<file path="src/rtl/attnBankPkg.sv">
package attnBankPkg;
  localparam int CH_IDX_W = 4;

  typedef struct packed {
    logic stage;
    logic commit;
    logic [CH_IDX_W-1:0] chan;
  } attnCtrl_t;
endpackage

</file>
<file path="src/rtl/attnCtrl.sv">
module attnCtrl
  import attnBankPkg::*;
#(
  parameter int ADDR_W = 5,
  parameter logic [ADDR_W-1:0] BASE_ADDR = 5'h09,
  parameter int NUM_CH = 8
) (
  input  logic              clk,
  input  logic              rst,
  input  logic              wrEn,
  input  logic [ADDR_W-1:0] wrAddr,
  input  logic              wrFlag,
  output attnCtrl_t         ctrl,
  output logic              commitPulse
);
  logic [ADDR_W-1:0] offset;
  logic              inRange;

  // Wrapping subtraction: addresses below the base become large and fall out of range.
  assign offset  = wrAddr - BASE_ADDR;
  assign inRange = offset < ADDR_W'(NUM_CH);

  always_comb begin
    ctrl.stage  = wrEn && inRange;
    ctrl.commit = wrEn && inRange && wrFlag;
    ctrl.chan   = CH_IDX_W'(offset);
  end

  always_ff @(posedge clk) begin
    if (rst) commitPulse <= 1'b0;
    else     commitPulse <= ctrl.commit;
  end
endmodule

</file>
<file path="src/rtl/attnDatapath.sv">
module attnDatapath
  import attnBankPkg::*;
#(
  parameter int NUM_CH = 8,
  parameter int CODE_W = 8
) (
  input  logic                     clk,
  input  logic                     rst,
  input  attnCtrl_t                ctrl,
  input  logic [CODE_W-1:0]        wrCode,
  output logic [NUM_CH*CODE_W-1:0] activeCodes
);
  localparam logic [CODE_W-1:0] RESET_CODE = {CODE_W{1'b1}};

  for (genvar i = 0; i < NUM_CH; i++) begin : gChan
    logic [CODE_W-1:0] stagedCode;
    logic [CODE_W-1:0] liveCode;
    logic              hit;

    assign hit = ctrl.stage && (ctrl.chan == CH_IDX_W'(i));

    always_ff @(posedge clk) begin
      if (rst) begin
        stagedCode <= RESET_CODE;
        liveCode   <= RESET_CODE;
      end else begin
        if (hit) stagedCode <= wrCode;
        if (ctrl.commit) liveCode <= hit ? wrCode : stagedCode;
      end
    end

    assign activeCodes[i*CODE_W +: CODE_W] = liveCode;
  end
endmodule

</file>
<file path="src/rtl/attnBank.sv">
module attnBank
  import attnBankPkg::*;
#(
  parameter int NUM_PAIRS = 4,
  parameter int CODE_W = 8,
  parameter int ADDR_W = 5,
  parameter logic [ADDR_W-1:0] BASE_ADDR = 5'h09
) (
  input  logic                         clk,
  input  logic                         rst,
  input  logic                         wrEn,
  input  logic [ADDR_W-1:0]            wrAddr,
  input  logic [CODE_W:0]              wrData,
  output logic [2*NUM_PAIRS*CODE_W-1:0] activeCodes,
  output logic                         commitPulse
);
  localparam int NUM_CH = 2 * NUM_PAIRS;

  attnCtrl_t ctrl;

  attnCtrl #(.ADDR_W(ADDR_W), .BASE_ADDR(BASE_ADDR), .NUM_CH(NUM_CH)) uCtrl (
    .clk(clk), .rst(rst), .wrEn(wrEn), .wrAddr(wrAddr),
    .wrFlag(wrData[CODE_W]), .ctrl(ctrl), .commitPulse(commitPulse)
  );

  attnDatapath #(.NUM_CH(NUM_CH), .CODE_W(CODE_W)) uData (
    .clk(clk), .rst(rst), .ctrl(ctrl),
    .wrCode(wrData[CODE_W-1:0]), .activeCodes(activeCodes)
  );
endmodule

</file>
<file path="config.mk">
export PLATFORM = sky130hd
export DESIGN_NAME = attnBank
export DESIGN_NICKNAME = d
export VERILOG_FILES = /design/src/rtl/attnBankPkg.sv /design/src/rtl/attnCtrl.sv /design/src/rtl/attnDatapath.sv /design/src/rtl/attnBank.sv
export SDC_FILE = /design/constraint.sdc
export NUM_CORES = 1
export LEC_CHECK = 0
export CAP_MARGIN = 20
export CORE_UTILIZATION = 40
export CTS_BUF_LIST = sky130_fd_sc_hd__clkbuf_16
export DETAILED_ROUTE_END_ITERATION = 8
export PLACE_DENSITY_LB_ADDON = 0.12
export REMOVE_ABC_BUFFERS = 1
export SLEW_MARGIN = 20
export SYNTH_ARGS = -nofsm -noshare
export SYNTH_HDL_FRONTEND = slang
export SYNTH_SLANG_ARGS = --single-unit
</file>
<file path="constraint.sdc">
create_clock -name clk -period 1.5 [get_ports clk]
set_input_delay 0.3 -clock clk [delete_from_list [all_inputs] [get_ports clk]]
set_output_delay 0.3 -clock clk [all_outputs]
set_load 0.02 [all_outputs]
</file>
# Yosys cells after proc, flatten, opt, wreduce, memory -nomap -nowiden
# Index checks and enable logic that the tools add are counted.
word_totals:
  ff_bits: 129
  latchBits: 0
  ram_bits: 0
  mem_bits_ro: 0
  input_bits: 17
  output_inout_bits: 65
  wordCells: 45
  n_memories: 0
classes:
  add_sub_neg: 1
  mul: 0
  div: 0
  magnitude_cmp: 1
  eq_ne: 7
  n_shift: 0
  n_mux: 8
  bitwise: 0
  n_reduce_logical: 11
op_table:
  columns: ["operator", "count"]
  rows:
  - ["8-bit 2-to-1 mux", 8]
  - ["4-bit by 3-bit equality test with 1-bit output (second input constant)", 4]
  - ["1-bit logical AND", 10]
  - ["4-bit by 2-bit equality test with 1-bit output (second input constant)", 2]
  - ["5-bit by 4-bit < comparator with 1-bit output (second input constant)", 1]
  - ["5-bit by 4-bit subtractor with 5-bit output (second input constant)", 1]
  - ["4-bit by 1-bit equality test with 1-bit output (second input constant)", 1]
  - ["4-bit logical NOT", 1]

# Depth between registers and ports, before layout
# Gate-level depths: netlist of run 1.
logic_depth:
  ltp_word: 5
  depth_mapped: 6
  ltp_nobuf: 4

# Modules after synthesis
# From an unflattened synthesis of run 1, not the netlist that was laid out.
unflattened:
  cells_unflattened: 555
  hier_area_um2: 5124.9
by_module_without_submodules:
  columns: ["mod", "n_inst", "cells_per_inst", "area_each_um2", "seq_area_each_um2"]
  rows:
  - ["attnDatapath", 1, 537, 4967.3, 2562.5]
  - ["attnCtrl", 1, 18, 157.7, 20.0]

# Worst setup path before layout of run 1
# Ideal clock, no wire load.
synth_timing:
  kind: "input port to flip-flop"
  start: "input port wrAddr[1]"
  end: "register uData.gChan[4].liveCode[0]"
  setup_ns: 0.121
  t_arrival_ns: 1.357
  required_ns: 1.379
  slack_ns: 0.022
  cell_stages: 6
  path_buffers: 2
  cell_sequence: "nor3_1 -> mux2_2 -> nor2_1 -> buf_4 -> buf_4 -> a2bb2oi_1"
synth_via:
  elab_chain_cells: 5
  elab_cells_between_ends: 7
  classes_between: "add/sub: 1; order compare: 1; eq/ne: 1; mux: 1; reduce/logical: 3"
synth_lines:
  columns: ["element", "line", "source"]
  rows:
  - ["start, declared", "attnBank.sv:12", "input logic [ADDR_W-1:0] wrAddr,"]
  - ["5-bit by 4-bit subtractor with 5-bit output *", "attnCtrl.sv:20", "assign offset = wrAddr - BASE_ADDR;"]
  - ["5-bit by 4-bit < comparator with 1-bit output", "attnCtrl.sv:21", "assign inRange = offset < ADDR_W'(NUM_CH);"]
  - ["1-bit logical AND", "attnCtrl.sv:24, attnCtrl.sv:25", null]
  - ["1-bit logical AND", "attnDatapath.sv:20", "assign hit = ctrl.stage && (ctrl.chan == CH_IDX_W'(i));"]
  - ["8-bit 2-to-1 mux", "attnDatapath.sv:28", "if (ctrl.commit) liveCode <= hit ? wrCode : stagedCode;"]
  - ["end signal, assigned", "attnDatapath.sv:28", null]
  - ["end, declared", "attnDatapath.sv:17", "logic [CODE_W-1:0] liveCode;"]
# Mark *: on every way between the ends. The rest lies on a longest branch, timed or not.
# A chain may end at the register's enable or synchronous reset.

# Worst setup path in the final report of run 1
layout_timing:
  start: "input port wrAddr[2]"
  end: "register uData.gChan[1].liveCode[7]"
layout_via:
  elab_chain_cells: 5
  elab_cells_between_ends: 7
  classes_between: "add/sub: 1; order compare: 1; eq/ne: 1; mux: 1; reduce/logical: 3"
layout_lines:
  columns: ["element", "line"]
  rows:
  - ["5-bit by 4-bit subtractor with 5-bit output *", "attnCtrl.sv:20"]
  - ["5-bit by 4-bit < comparator with 1-bit output", "attnCtrl.sv:21"]
  - ["1-bit logical AND", "attnCtrl.sv:24, attnCtrl.sv:25"]
  - ["1-bit logical AND", "attnDatapath.sv:20"]
  - ["8-bit 2-to-1 mux", "attnDatapath.sv:28"]
  - ["end signal, assigned", "attnDatapath.sv:28"]
  - ["end, declared", "attnDatapath.sv:17"]
# Marked as above.

==> summary.md, run 1 <==
| Metric | Value |
|---|---|
| Unrepaired setup endpoints after global routing | `true` |
| Setup TNS | `0 ns` |
| Leak | `2.38 nW` |
| Critical Path Fanout Max | `11` |
| Final Net Count | `490` |
| Setup crit end kind | `flip-flop` |
| Antenna diode count | `0` |
| Pwr Density | `1260 mW/mm2` |
| Slew margin rel. | `70.0%` |
| Yosys reg bits | `129` |
| Yosys warns | `0` |
| Largest net degree at the start of global routing | `55` |
| Period minus WS final | `1.46 ns` |
| Buffers on Ports | `81` |
| Via-per-instance ratio | `5.00` |
| # rows | `38` |
| Final Core Density | `57.0%` |
| Sequential share of power | `43.7%` |
| Initial antenna violation count | `1` |
| WL/cell | `16.9 um` |
| NetSw | `1.67 mW` |
| Clk buf depth | `2` |
| CTS Sinks | `129` |
| Critical path class | `input pin to flip-flop` |
| Count of final setup violators | `0` |
| Vias in the first global route | `3055` |
| Average size of a mapped cell | `12.3 um2` |
| Post-synthesis sequential area ratio | `56.3%` |
| Synth Cell Area | `0.00459 mm2` |
| Internal | `6.22 mW` |
| TritonCTS buffer count | `17` |
| Chip height | `109 um` |
| Final-report max-slew violation count | `0` |
| Setup WS pre-CTS | `-0.686 ns` |
| Final cell count without fillers | `626` |
| RD Place Congestion | `0.695` |
| Total track usage | `19.0%` |
| WP data arrival | `1.76 ns` |
| DR vias | `3128` |
| Xor/xnor share of the synthesized area | `0%` |
| Layout cells sized above 1 | `17.1%` |
| WP data required | `1.80 ns` |
| Initial drt markers | `100` |
| ANT nets after route | `0` |
| Combinational power share | `4.6%` |
| Dpl cells | `590` |
| Drt pass-1 iters | `4` |
| DP Wirelength | `6.66 mm` |
| Simple-Gate Fraction of Synth Area | `12.2%` |
| Largest family of logic cells by synthesized area | `multiplexers` |
| Worst-Margin Slew | `0.450 ns` |
| Hold Fails Final Rpt | `0` |
| H-tree depth | `4` |
| Clock power share | `51.7%` |
| Initial Util | `41.6%` |
| CTS tree | `yes` |
| # DRC | `0` |
| Max-cap check violation count | `0` |
| Post-synthesis mux area share | `14.2%` |
| Area Overhead vs Synth | `36.9%` |
| Status | `finished clean` |
| Remaining global-route overflow | `0` |
| Io pins | `82` |
| Synth Area in Compound Gates | `12.9%` |
| CTS Root Cell | `clkbuf_16` |
| Adder-cell share of the synthesized area | `0%` |
| Final WS setup | `0.0403 ns` |
| Sw Ratio | `21.1%` |
| Clk_lat worst skew | `0.41 ns` |
| Max Clk Rate | `685 MHz` |
| Min-Delay Path Class | `input pin to flip-flop` |
| Unique masters post-synth | `22` |
| Core ar. | `0.0110 mm2` |
| Critical Path Source Type | `input pin` |
| Cells after synthesis | `373` |
| Clock slew at reported path FFs | `0.06 ns` |
| Die X | `109 um` |
| Setup Skew | `0.00788 ns` |
| First-pass GRT wire length | `16.6 mm` |
| Tcrit/Tclk final | `97.3%` |
| CTS Hold Bufs | `0` |
| DIE AREA | `0.0119 mm2` |
| Worst VDD drop | `0.989 mV` |
| Wirelength, routed | `10.6 mm` |
logic make-up after synthesis:
group	count (synthesis)
muxes	65
AOI/OAI and AO/OA	64
and+or+nand+nor	82
buffers and inverters	33
DFF	129
critical path: stages:
cell and delay, ns:
dlygate4sd2_1 0.31, nor3_2 0.23, mux2_4 0.36, nor2_4 0.17, bufbuf_16 0.32, a2bb2oi_1 0.06
registers in the layout, summed over array words and instances (netlist names):
register / cells
uCtrl.commitPulse: 1
uData.gChan.liveCode: 64
uData.gChan.stagedCode: 64
power by group through the flow:
stage	clock network, mW	logic [mW]	registers (mW)
2_1_floorplan	0	0.167	3.52
4_1_cts	4.15	0.365	3.45
5_1_grt	4.33	0.384	3.45
3_5_place_dp	0	0.346	3.52
6_report	4.08	0.361	3.45
3_3_place_gp	0	0.343	3.52
worst paths after layout:
path | from | end | slack (ns) | depth (start not counted)
hold / removal | rst | uData.gChan[5].stagedCode[4]$_SDFF_PP1_ | 0.30 | 2
hold reg to reg | uData.gChan[7].stagedCode[7]$_SDFF_PP1_ | uData.gChan[7].stagedCode[7]$_SDFF_PP1_ | 0.47 | 2
setup / recovery | wrAddr[2] | uData.gChan[1].liveCode[7]$_SDFFE_PP1P_ | 0.04 | 6
setup reg to reg | uData.gChan[3].stagedCode[5]$_SDFF_PP1_ | uData.gChan[3].liveCode[5]$_SDFFE_PP1P_ | 0.78 | 2
final cells by class:
cell class                 count  area [um2]
clock inverter                15         169
tap                          140         175
sequential                   129        2580
multi-input combinational    211        1830
fill                         943        4750
timing repair buffer         114        1100
clock buffer                  17         425
synthesized netlist by cell type, drive strengths merged:
master,count,share of area [%]
or3,1,0.14
nand4,1,0.27
nor3,3,0.82
nand2b,66,9.2
nand2,1,0.082
a2bb2oi,64,13
nand4b,3,0.57
dfxtp,129,56
nand3,1,0.22
nor2,3,0.35
buf,18,3.2
mux2i,64,14
and4b,1,0.22
or4,2,0.33
mux2,1,0.25
clkbuf,15,1.2
what timing repair did:
item                       4_1_cts  5_1_grt
resized for setup               75       11
setup endpoints to repair      194       44
pin swaps                        1        1
setup buffers                    2        0
gates cloned                     2        0
layer usage:
metal  track usage, %  up-vias  wire length (um)  share of wire, %
met2             29.5       81              4980                47
met3             5.92        9               555               5.2
met1             25.1     1508              4960                47
met4             5.79        2                82              0.77
met5                0        -                13              0.12
li1                 -     1528                 -                 -
layout by cell type, fill, tap and decap left out:
| cell | count |
|---|---|
| dlygate4sd2_1 | 66 |
| clkdlybuf4s50_1 | 8 |
| nand4_2 | 1 |
| dlymetal6s2s_1 | 1 |
| bufbuf_16 | 1 |
| nor3_2 | 1 |
| clkinv_4 | 3 |
| and4b_1 | 1 |
| mux2_4 | 1 |
| inv_1 | 1 |
| a2bb2oi_1 | 59 |
| nand2b_4 | 2 |
| nor2_2 | 2 |
| mux2i_1 | 62 |
| dfxtp_1 | 129 |
| buf_16 | 1 |
| a2bb2oi_2 | 5 |
| mux2i_2 | 2 |
| nand2b_1 | 64 |
| bufinv_16 | 3 |
| buf_4 | 23 |
| inv_6 | 1 |
| clkinv_1 | 2 |
| buf_6 | 1 |
| clkbuf_2 | 2 |
| nor2_4 | 1 |
| clkinv_2 | 2 |
| clkinvlp_4 | 3 |
| nand2_1 | 1 |
| nand4b_1 | 3 |
| or3_1 | 1 |
| or4_1 | 2 |
| nor3_4 | 2 |
| buf_12 | 7 |
| nand3_2 | 1 |
| buf_2 | 1 |
| clkdlybuf4s15_1 | 3 |
| clkbuf_16 | 17 |
through the flow:
stage,cell area [um2],hold WS [ns],power (mW)
after floorplan,4380,0.401,3.69
after global placement,5680,0.454,3.87
after detailed placement,5680,0.462,3.87
after CTS,6280,0.296,7.96
after global routing,6280,0.299,8.16
final,6280,0.298,7.89
(Power assumes the default switching activity.)
==> inputs of run 2 (changes only) <==
==> constraint.sdc (replaced) <==
create_clock -name clk -period 1.9 [get_ports clk]
set_input_delay 0.38 -clock clk [delete_from_list [all_inputs] [get_ports clk]]
set_output_delay 0.38 -clock clk [all_outputs]
set_load 0.02 [all_outputs]
==> summary.md, run 2 (synthesis gave the netlist of run 1 again) <==
| Metric | Value |
|---|---|
| CTS tree | `yes` |
| Via-per-instance ratio | `5.03` |
| CP max stage cell | `clkdlybuf4s50_1` |
| Clk_lat worst skew | `0.40 ns` |
| DR vias | `3128` |
| Wirelength, routed | `10.4 mm` |
| Initial drt markers | `100` |
| Combinational power share | `4.4%` |
| Largest registers | `uData.gChan.liveCode: 64 flops, uData.gChan.stagedCode: 64 flops, uCtrl.commitPulse: 1 flops` |
| Drt pass-1 iters | `4` |
| Die X | `109 um` |
| Worst r2r path cells | `2` |
| Min-delay src | `rst` |
| Initial Util | `41.6%` |
| # rows | `38` |
| Buffers on Ports | `81` |
| Sw Ratio | `21.3%` |
| WP depth | `6` |
| Layout cells sized above 1 | `15.8%` |
| RR Startpoint | `uData.gChan[3].stagedCode[5]$_SDFF_PP1_` |
| Final-report max-slew violation count | `0` |
| WP data arrival | `2.09 ns` |
| Initial antenna violation count | `1` |
| Critical Path Source Type | `input pin` |
| Unrepaired setup endpoints after global routing | `false` |
| First-pass GRT wire length | `16.3 mm` |
| Min-Delay Path Class | `input pin to flip-flop` |
| Min Hold Slack | `0.383 ns` |
| Setup Skew | `0.00661 ns` |
| Largest stage delay, worst path | `0.60 ns` |
| Pwr Density | `992 mW/mm2` |
| WHS Path Cells | `2` |
| Worst-Margin Slew | `0.459 ns` |
| Max Clk Rate | `555 MHz` |
| Clock power share | `52.0%` |
| Io pins | `82` |
| WL/cell | `16.7 um` |
| Worst R2R End | `uData.gChan[3].liveCode[5]$_SDFFE_PP1P_` |
| DIE AREA | `0.0119 mm2` |
| H-tree depth | `4` |
| Antenna diode count | `0` |
| Area Overhead vs Synth | `36.9%` |
| Core ar. | `0.0110 mm2` |
| Tcrit/Tclk final | `94.8%` |
| CTS Hold Bufs | `0` |
| Register area | `0.00258 mm2` |
| Internal | `4.91 mW` |
| Remaining global-route overflow | `0` |
| Max-cap check violation count | `0` |
| Chip height | `109 um` |
| # DRC | `0` |
| Period minus WS final | `1.80 ns` |
| TritonCTS buffer count | `17` |
| Most frequent cells in the layout | `129 x dfxtp_1, 78 x clkdlybuf4s50_1, 64 x mux2i_1, 64 x nand2b_1, 59 x a2bb2oi_1` |
| Critical path class | `input pin to flip-flop` |
| ANT nets after route | `0` |
| DP Wirelength | `6.82 mm` |
| RD Place Congestion | `0.697` |
| Hold endpoint | `uData.gChan[5].stagedCode[4]$_SDFF_PP1_` |
| Status | `finished clean` |
| Setup TNS | `0 ns` |
| Area of the multi-input gates | `0.00182 mm2` |
| WP data required | `2.19 ns` |
| CTS Root Cell | `clkbuf_16` |
| Setup crit end kind | `flip-flop` |
| Vias in the first global route | `3094` |
| CP Cell Sequence | `clkdlybuf4s50_1 -> nand3_2 -> or4_1 -> buf_4 -> mux2i_1 -> a2bb2oi_1` |
| Fill cells | `957` |
| Total track usage | `18.5%` |
| Slew margin rel. | `69.4%` |
| Count of final setup violators | `0` |
| Most common cell after layout, fill and taps aside | `dfxtp_1` |
| NetSw | `1.33 mW` |
| WP buf/inv | `2` |
| Clk buf depth | `2` |
| CTS Sinks | `129` |
| Final Net Count | `486` |
| Sequential share of power | `43.7%` |
| Delay-heaviest family, CP | `buffers and inverters` |
| Leak | `2.46 nW` |
| Hold Fails Final Rpt | `0` |
| Worst VDD drop | `0.544 mV` |
| Critical Path Fanout Max | `5` |
| Clock slew at reported path FFs | `0.06 ns` |
| Worst R2R Setup Slack | `1.14 ns` |
| Largest net degree at the start of global routing | `55` |
[run 2: cell count changes in the layout (fill, tap and decap cells not counted), sizes merged, moves of 2 or more]
cell           change
clkdlybuf4s50     +70
dlygate4sd2       -66
buf                -3
clkdlybuf4s15      -3
clkbuf             -2
[run 2: cell type report]
| class | instances | share of cell area, % |
|---|---|---|
| flip-flops and latches | 129 | 41.1 |
| multi-input cells | 211 | 28.9 |
| clock inverters | 15 | 2.69 |
| clock buffers | 17 | 6.77 |
| well taps | 140 | 2.79 |
| repair buffers | 110 | 17.8 |
[run 2: routing by layer]
metal / routed length, um / GRT usage [%]
met4: 80 / 5.79
met5: 16 / 0
met3: 502 / 5.80
met2: 4950 / 29.8
met1: 4810 / 23.5
[run 2: worst max path at each step]
stage                         start                                       to  slack, ns
after floorplan           wrAddr[1]  uData.gChan[1].liveCode[0]$_SDFFE_PP1P_      -1.57
after global placement    wrAddr[3]  uData.gChan[3].liveCode[5]$_SDFFE_PP1P_      -0.33
after detailed placement  wrAddr[3]  uData.gChan[3].liveCode[5]$_SDFFE_PP1P_      -0.38
after CTS                 wrAddr[1]  uData.gChan[5].liveCode[5]$_SDFFE_PP1P_       0.05
after global routing      wrAddr[4]  uData.gChan[4].liveCode[3]$_SDFFE_PP1P_      0.009
final                     wrAddr[2]  uData.gChan[3].liveCode[5]$_SDFFE_PP1P_        0.1
[run 2: worst reg2reg max path, cell delays in order (launching register included)]
cell       delay [ns]
dfxtp_1          0.30
mux2i_1          0.25
a2bb2oi_1        0.10
[run 2: power groups by stage]
stage / Combinational, mW / Sequential, mW / Clock [mW]
2_1_floorplan: 0.132 / 2.78 / 0
5_1_grt: 0.290 / 2.72 / 3.44
4_1_cts: 0.275 / 2.72 / 3.30
3_5_place_dp: 0.275 / 2.78 / 0
6_report: 0.272 / 2.72 / 3.24
3_3_place_gp: 0.271 / 2.78 / 0
[run 2: per-stage QoR]
| step | worst slack [ns] | area, um2 | total power [mW] | cells | utilization [%] |
|---|---|---|---|---|---|
| 3_3_place_gp | -0.325 | 5680 | 3.05 | 590 | 51.5 |
| 4_1_cts | 0.0514 | 6270 | 6.30 | 622 | 56.9 |
| 5_1_grt | 0.00861 | 6280 | 6.45 | 622 | 57.0 |
| 6_report | 0.0997 | 6280 | 6.24 | 622 | 57.0 |
| 2_1_floorplan | -1.57 | 4380 | 2.91 | 340 | - |
| 3_5_place_dp | -0.379 | 5680 | 3.06 | 590 | 51.5 |
[run 2: timing repair]
item,in CTS,in global routing
setup endpoints to repair,0,48
buffers inserted,0,0
endpoints found under the hold margin,0,0
gates resized for setup,0,3
